==> src/rtl/pmuSelPkg.sv <==
package pmuSelPkg;
  localparam int REG_W         = 64;
  localparam int UNIT_W        = 6;
  localparam int UNIT_LSB      = 4;
  localparam int BANK_W        = 2;
  localparam int CTRS_PER_BANK = 16;
  localparam int SYND_W        = 6;
  localparam logic [SYND_W-1:0] SYND_CLASS = 6'h18;

  typedef enum logic [2:0] {
    RES_OK    = 3'd0,
    RES_UNDEF = 3'd1,
    RES_TRAP1 = 3'd2,
    RES_TRAP2 = 3'd3,
    RES_TRAP3 = 3'd4
  } accRes_e;

  typedef struct packed {
    logic wrEn;
    logic rdEn;
  } dpStrobe_t;
endpackage

==> src/rtl/pmuSelCtrl.sv <==
module pmuSelCtrl
  import pmuSelPkg::*;
#(
  parameter int SW = SYND_W
) (
  input  logic          clk,
  input  logic          rstN,
  input  logic          reqValid,
  input  logic          reqWrite,
  input  logic [1:0]    curLevel,
  input  logic          featUnit,
  input  logic          featWide,
  input  logic          featFine,
  input  logic          el2Enabled,
  input  logic          el3Present,
  input  logic          undefFirst,
  input  logic          secDebugUndef,
  input  logic          hostMode,
  input  logic          trapGenEx,
  input  logic          lvl1Enable,
  input  logic          lvl2Enable,
  input  logic          lvl3Enable,
  input  logic          lvl3FineEn,
  input  logic          fineReadN,
  input  logic          fineWriteN,
  output accRes_e       result,
  output logic [SW-1:0] syndClass,
  output dpStrobe_t     strobe
);
  logic featOk;
  logic undefEarly;
  logic lvl3Deny;
  logic finePermitN;
  logic fineHit;
  logic fineApplies;

  assign featOk      = featUnit & featWide;
  assign undefEarly  = el3Present & undefFirst & ~lvl3Enable;
  assign lvl3Deny    = el3Present & ~lvl3Enable;
  assign finePermitN = reqWrite ? fineWriteN : fineReadN;
  assign fineHit     = el2Enabled & featFine &
                       ((el3Present & ~lvl3FineEn) | ~finePermitN);
  assign fineApplies = (curLevel == 2'd1) | ((curLevel == 2'd0) & ~hostMode);

  always_comb begin
    result = RES_OK;
    if (!featOk) begin
      result = RES_UNDEF;
    end else if (curLevel != 2'd3) begin
      if (undefEarly) begin
        result = RES_UNDEF;
      end else if (curLevel == 2'd0 && !lvl1Enable) begin
        result = (el2Enabled && trapGenEx) ? RES_TRAP2 : RES_TRAP1;
      end else if (fineApplies && fineHit) begin
        result = RES_TRAP2;
      end else if (curLevel != 2'd2 && el2Enabled && !lvl2Enable) begin
        result = RES_TRAP2;
      end else if (lvl3Deny) begin
        result = secDebugUndef ? RES_UNDEF : RES_TRAP3;
      end
    end
  end

  always_comb begin
    syndClass = '0;
    if (result == RES_TRAP1 || result == RES_TRAP2 || result == RES_TRAP3)
      syndClass = SW'(SYND_CLASS);
  end

  assign strobe.rdEn = (result == RES_OK);
  assign strobe.wrEn = reqValid & reqWrite & (result == RES_OK);


  feat_missing_undef_chk: assert property (@(posedge clk) disable iff (!rstN)
    (!featUnit || !featWide) |-> result == RES_UNDEF);

  top_level_ok_chk: assert property (@(posedge clk) disable iff (!rstN)
    (featUnit && featWide && curLevel == 2'd3) |-> result == RES_OK);

  lvl2_no_low_trap_chk: assert property (@(posedge clk) disable iff (!rstN)
    (curLevel == 2'd2) |-> (result != RES_TRAP1 && result != RES_TRAP2));

  synd_on_trap_chk: assert property (@(posedge clk) disable iff (!rstN)
    (syndClass != '0) |-> (result != RES_OK && result != RES_UNDEF));
endmodule

==> src/rtl/pmuSelDp.sv <==
module pmuSelDp
  import pmuSelPkg::*;
#(
  parameter int RW  = REG_W,
  parameter int UW  = UNIT_W,
  parameter int ULSB = UNIT_LSB,
  parameter int BW  = BANK_W,
  parameter int CPB = CTRS_PER_BANK,
  localparam int CTR_SH = $clog2(CPB),
  localparam int BASE_W = BW + CTR_SH
) (
  input  logic              clk,
  input  logic              rstN,
  input  dpStrobe_t         strobe,
  input  logic [RW-1:0]     wrData,
  output logic [RW-1:0]     rdData,
  output logic [UW-1:0]     unitSel,
  output logic [BW-1:0]     bankSel,
  output logic [BASE_W-1:0] baseCounter,
  output logic              reservedSel
);
  localparam logic [UW-1:0] RSV_FROM = UW'(1) << (UW - 1);

  logic [UW-1:0] unitQ;
  logic [BW-1:0] bankQ;
  logic [RW-1:0] image;

  always_ff @(posedge clk or negedge rstN) begin
    if (!rstN) begin
      unitQ <= '0;
      bankQ <= '0;
    end else if (strobe.wrEn) begin
      unitQ <= wrData[ULSB +: UW];
      bankQ <= wrData[BW-1:0];
    end
  end

  always_comb begin
    image = '0;
    image[ULSB +: UW] = unitQ;
    image[BW-1:0]     = bankQ;
  end

  assign rdData      = strobe.rdEn ? image : '0;
  assign unitSel     = unitQ;
  assign bankSel     = bankQ;
  assign baseCounter = {bankQ, {CTR_SH{1'b0}}};
  assign reservedSel = (unitQ >= RSV_FROM);


  hold_on_deny_chk: assert property (@(posedge clk) disable iff (!rstN)
    !strobe.wrEn |=> ($stable(unitQ) && $stable(bankQ)));

  gap_bits_zero_chk: assert property (@(posedge clk) disable iff (!rstN)
    (rdData[ULSB-1:BW] == '0) && (rdData[RW-1:ULSB+UW] == '0));
endmodule

==> src/rtl/pmu_sel_gate.sv <==
module pmu_sel_gate
  import pmuSelPkg::*;
#(
  parameter int RW  = REG_W,
  parameter int UW  = UNIT_W,
  parameter int ULSB = UNIT_LSB,
  parameter int BW  = BANK_W,
  parameter int CPB = CTRS_PER_BANK,
  parameter int SW  = SYND_W,
  localparam int BASE_W = BW + $clog2(CPB)
) (
  input  logic              clk,
  input  logic              rstN,
  input  logic              reqValid,
  input  logic              reqWrite,
  input  logic [RW-1:0]     wrData,
  input  logic [1:0]        curLevel,
  input  logic              featUnit,
  input  logic              featWide,
  input  logic              featFine,
  input  logic              el2Enabled,
  input  logic              el3Present,
  input  logic              undefFirst,
  input  logic              secDebugUndef,
  input  logic              hostMode,
  input  logic              trapGenEx,
  input  logic              lvl1Enable,
  input  logic              lvl2Enable,
  input  logic              lvl3Enable,
  input  logic              lvl3FineEn,
  input  logic              fineReadN,
  input  logic              fineWriteN,
  output logic [RW-1:0]     rdData,
  output logic [2:0]        result,
  output logic [SW-1:0]     syndClass,
  output logic [UW-1:0]     unitSel,
  output logic [BW-1:0]     bankSel,
  output logic [BASE_W-1:0] baseCounter,
  output logic              reservedSel
);
  dpStrobe_t strobe;
  accRes_e   resCode;

  pmuSelCtrl #(.SW(SW)) u_ctrl (
    .clk(clk), .rstN(rstN), .reqValid(reqValid), .reqWrite(reqWrite),
    .curLevel(curLevel), .featUnit(featUnit), .featWide(featWide),
    .featFine(featFine), .el2Enabled(el2Enabled), .el3Present(el3Present),
    .undefFirst(undefFirst), .secDebugUndef(secDebugUndef),
    .hostMode(hostMode), .trapGenEx(trapGenEx), .lvl1Enable(lvl1Enable),
    .lvl2Enable(lvl2Enable), .lvl3Enable(lvl3Enable),
    .lvl3FineEn(lvl3FineEn), .fineReadN(fineReadN), .fineWriteN(fineWriteN),
    .result(resCode), .syndClass(syndClass), .strobe(strobe)
  );

  pmuSelDp #(.RW(RW), .UW(UW), .ULSB(ULSB), .BW(BW), .CPB(CPB)) u_dp (
    .clk(clk), .rstN(rstN), .strobe(strobe), .wrData(wrData),
    .rdData(rdData), .unitSel(unitSel), .bankSel(bankSel),
    .baseCounter(baseCounter), .reservedSel(reservedSel)
  );

  assign result = resCode;
endmodule

==> config.mk <==
export PLATFORM = sky130hd
export DESIGN_NAME = pmu_sel_gate
export DESIGN_NICKNAME = d
export VERILOG_FILES = /design/src/rtl/pmuSelPkg.sv /design/src/rtl/pmuSelCtrl.sv /design/src/rtl/pmuSelDp.sv /design/src/rtl/pmu_sel_gate.sv
export SDC_FILE = /design/constraint.sdc
export NUM_CORES = 1
export LEC_CHECK = 0
export BUFFER_PORTS_ARGS = -buffer_cell sky130_fd_sc_hd__clkbuf_2
export CAP_MARGIN = 20
export CORE_AREA = 2 2 66 68
export CTS_BUF_LIST = sky130_fd_sc_hd__clkbuf_16
export DETAILED_ROUTE_END_ITERATION = 10
export DIE_AREA = 0 0 68 70
export HOLD_SLACK_MARGIN = 0.06
export PLACE_DENSITY = 0.77
export SYNTH_ARGS = -nofsm -noshare
export SYNTH_HDL_FRONTEND = slang
export SYNTH_SLANG_ARGS = --single-unit
==> constraint.sdc <==
create_clock -name clk -period 3.6 [get_ports clk]
set_clock_uncertainty 0.1 [all_clocks]
set_input_delay 0.72 -clock clk [delete_from_list [all_inputs] [get_ports clk]]
set_output_delay 0.72 -clock clk [all_outputs]
set_load 0.02 [all_outputs]
==> results.json <==
{
  "coreArea_um2": 4140,
  "post-route-util_pct": 29.1,
  "antenna_found_initial": 0,
  "fin_hold_ws_ns": 0.227,
  "place.gp.congestion": 0.681,
  "dp_cells": 219,
  "finalSetupViolCount": 0,
  "htree_levels": 1,
  "finalCritPeriodShare_pct": 90.4,
  "wl_per_cell_um": 9.08,
  "peakVddDrop_mv": 0.134,
  "antenna_cells": 0,
  "grt_usage_pct": 7.63,
  "drt_iter0_drc": 5,
  "start_kind": "input pin",
  "multi_input_area_um2": 604,
  "placed_area_um2": 1120,
  "fin_nets": 257,
  "regToRegSetupSlack_ns": 2.72,
  "overflow": 0,
  "first_global_vias": 592,
  "path_max_fanout": 8,
  "worstReg2RegStart": "u_dp.bankSel[1]$_DFFE_PN0P_",
  "r2r_end": "u_dp.bankSel[1]$_DFFE_PN0P_",
  "slowest_stage": "a2111o_1",
  "regArea_um2": 200,
  "clock.fmax_mhz": 307,
  "cp-startpoint": "reqWrite",
  "io_buffer_count": 52,
  "cts_buffers": 3,
  "synthDistinctLibCells": 24,
  "critPathCaptureType": "output port",
  "hold_class": "in -> async",
  "n_fill_cell": 456,
  "min_period_ns": 3.25,
  "crit_top_cell": "clkbuf_2",
  "cts_tree": "done",
  "power_switching_uw": 219,
  "ys_seq_area_share_pct": 18.5,
  "row_count": 24,
  "p_leak_nw": 0.727,
  "critical_path_class": "in -> out",
  "netlist_area_um2": 1080,
  "cts_setup_buffers": 0,
  "clkPwrFrac_pct": 32.4,
  "cts.path.max_buffers": 2,
  "postLayoutCellArea_um2": 1200,
  "crit_chain": "clkbuf_2 -> mux2_1 -> a2111o_1 -> a31oi_1 -> nor3b_2 -> and2_1 -> clkbuf_2",
  "maxCapViolCount": 0,
  "worst_ep_required_time_ns": 2.78,
  "ios": 173,
  "area_growth_pct": 11.5,
  "synth-seq-cells": 8,
  "vias": 785,
  "worstSkewPairLatency_ns": 0.23,
  "die_area_um2": 4760,
  "slew_viol_final": 0,
  "power.density_nw_per_um2": 467,
  "clk_pin_slew_ns": 0.04,
  "reg2regPathDepth": 1,
  "holdBufCountCts": 0,
  "finalSetupTns_ns": 0,
  "drive_gt1_share_pct": 38.8,
  "avgViaCountPerCell": 3.54,
  "drc": 0,
  "grt_start_max_net_pins": 9,
  "cp.arrival_ns": 2.43,
  "p_sw_share_pct": 39.0,
  "cp_slowest_stage_delay_ns": 0.49,
  "status": "completed",
  "drt_pass1_iterations": 4,
  "die_w_um": 68,
  "initial_core_util_pct": 26.1,
  "syn_avg_cell_area_um2": 8.93,
  "clock-sinks": 8,
  "hold_violations": 0,
  "ctsRootBufferMaster": "clkbuf_16",
  "seqPwrFrac_pct": 24.5,
  "place_hpwl_mm": 1.79,
  "drt_wl_total_mm": 2.02,
  "combPwrFrac_pct": 43.0,
  "rsz0062_at_grt": "no",
  "grt_pass1_wl_mm": 2.77,
  "synth_warnings": 0,
  "dieHeight_um": 70,
  "internal_power_uw": 343,
  "finalNonFillerCells": 222,
  "netlist_instances": 121,
  "ant_nets": 0
}
[worst max-delay path by stage]
stage / endpoint / cells after the start
floorplan: rdData[0] / 5
global placement: rdData[0] / 7
detailed placement: rdData[1] / 7
CTS: rdData[1] / 7
global route: rdData[1] / 7
finish: rdData[1] / 7
[cell usage after synthesis, drive strengths merged]
cell type / count / area, um^2
a32o: 1 / 10.0
nand2b: 4 / 25.0
nor2b: 1 / 6.26
a21oi: 1 / 5.00
and2: 8 / 50.1
or3: 1 / 11.3
a41oi: 1 / 16.3
nand3: 1 / 5.00
buf: 68 / 514
clkbuf: 1 / 3.75
or4b: 1 / 10.0
nand2: 6 / 22.5
and2b: 1 / 7.51
conb: 1 / 3.75
dfrtp: 8 / 200
a2111o: 1 / 11.3
a31oi: 2 / 12.5
nor3b: 1 / 7.51
a221o: 1 / 10.0
nor3: 2 / 10.0
mux2: 9 / 131
nand3b: 1 / 7.51
[layout by cell type (no fill, tap or decap), types with 2 or more instances in the layout]
cell	n
a31oi_1	2
and2_1	8
clkbuf_16	3
clkbuf_2	52
conb_1	64
dfrtp_1	8
mux2_4	8
nand2_1	6
nand2b_1	4
nor3_1	2
[registers in the layout (all words and copies together), names as in the netlist]
| register | cells |
|---|---|
| u_dp.unitSel | 6 |
| u_dp.bankSel | 2 |
[layout make-up]
type	instances	area share, %
multi-input combinational	107	50.2
sequential	8	16.6
tap	52	5.40
clock buffer	3	6.23
timing repair buffer	52	21.6
[power groups by stage]
stage | Combinational, mW | Sequential, mW | Clock, mW
CTS | 0.243 | 0.139 | 0.187
global placement | 0.240 | 0.136 | 0
finish | 0.242 | 0.138 | 0.182
global route | 0.264 | 0.143 | 0.192
detailed placement | 0.243 | 0.139 | 0
floorplan | 0.205 | 0.168 | 0
[metrics by stage]
| stage | setup WS [ns] | power, mW |
|---|---|---|
| finish | 0.347 | 0.562 |
| global route | 0.213 | 0.600 |
| CTS | 0.150 | 0.568 |
| floorplan | 0.567 | 0.373 |
| detailed placement | 0.169 | 0.382 |
| global placement | 0.221 | 0.376 |
[routing by layer]
metal	global-route usage [%]	up-vias	share of wire, %
li1	-	364	-
met1	9.17	348	37
met2	13.1	71	49
met3	1.13	2	13
met4	3.33	0	1.1
met5	0	-	0
[timing repair]
action,in CTS,in global routing
hold endpoints to repair,0,0
resized for setup,0,1
endpoints found under the setup margin,0,8
[cell families after synthesis]
family                 after synthesis  share of synthesized area [%]
AO/OA/AOI/OAI                        7                           6.02
buffers and inverters               69                           47.9
flip-flops                           8                           18.5
multiplexers                         9                           12.2
other                                1                          0.347
AND/OR/NAND/NOR                     27                           15.0
[worst max-delay path, delay by kind of cell]
| family | cells | cell delay (ns) |
|---|---|---|
| buffers and inverters | 2 | 0.26 |
| muxes | 1 | 0.34 |
| AOI/OAI and AO/OA | 2 | 0.77 |
| and+or+nand+nor | 2 | 0.34 |
Note: power is estimated with default switching activity, not from simulation.
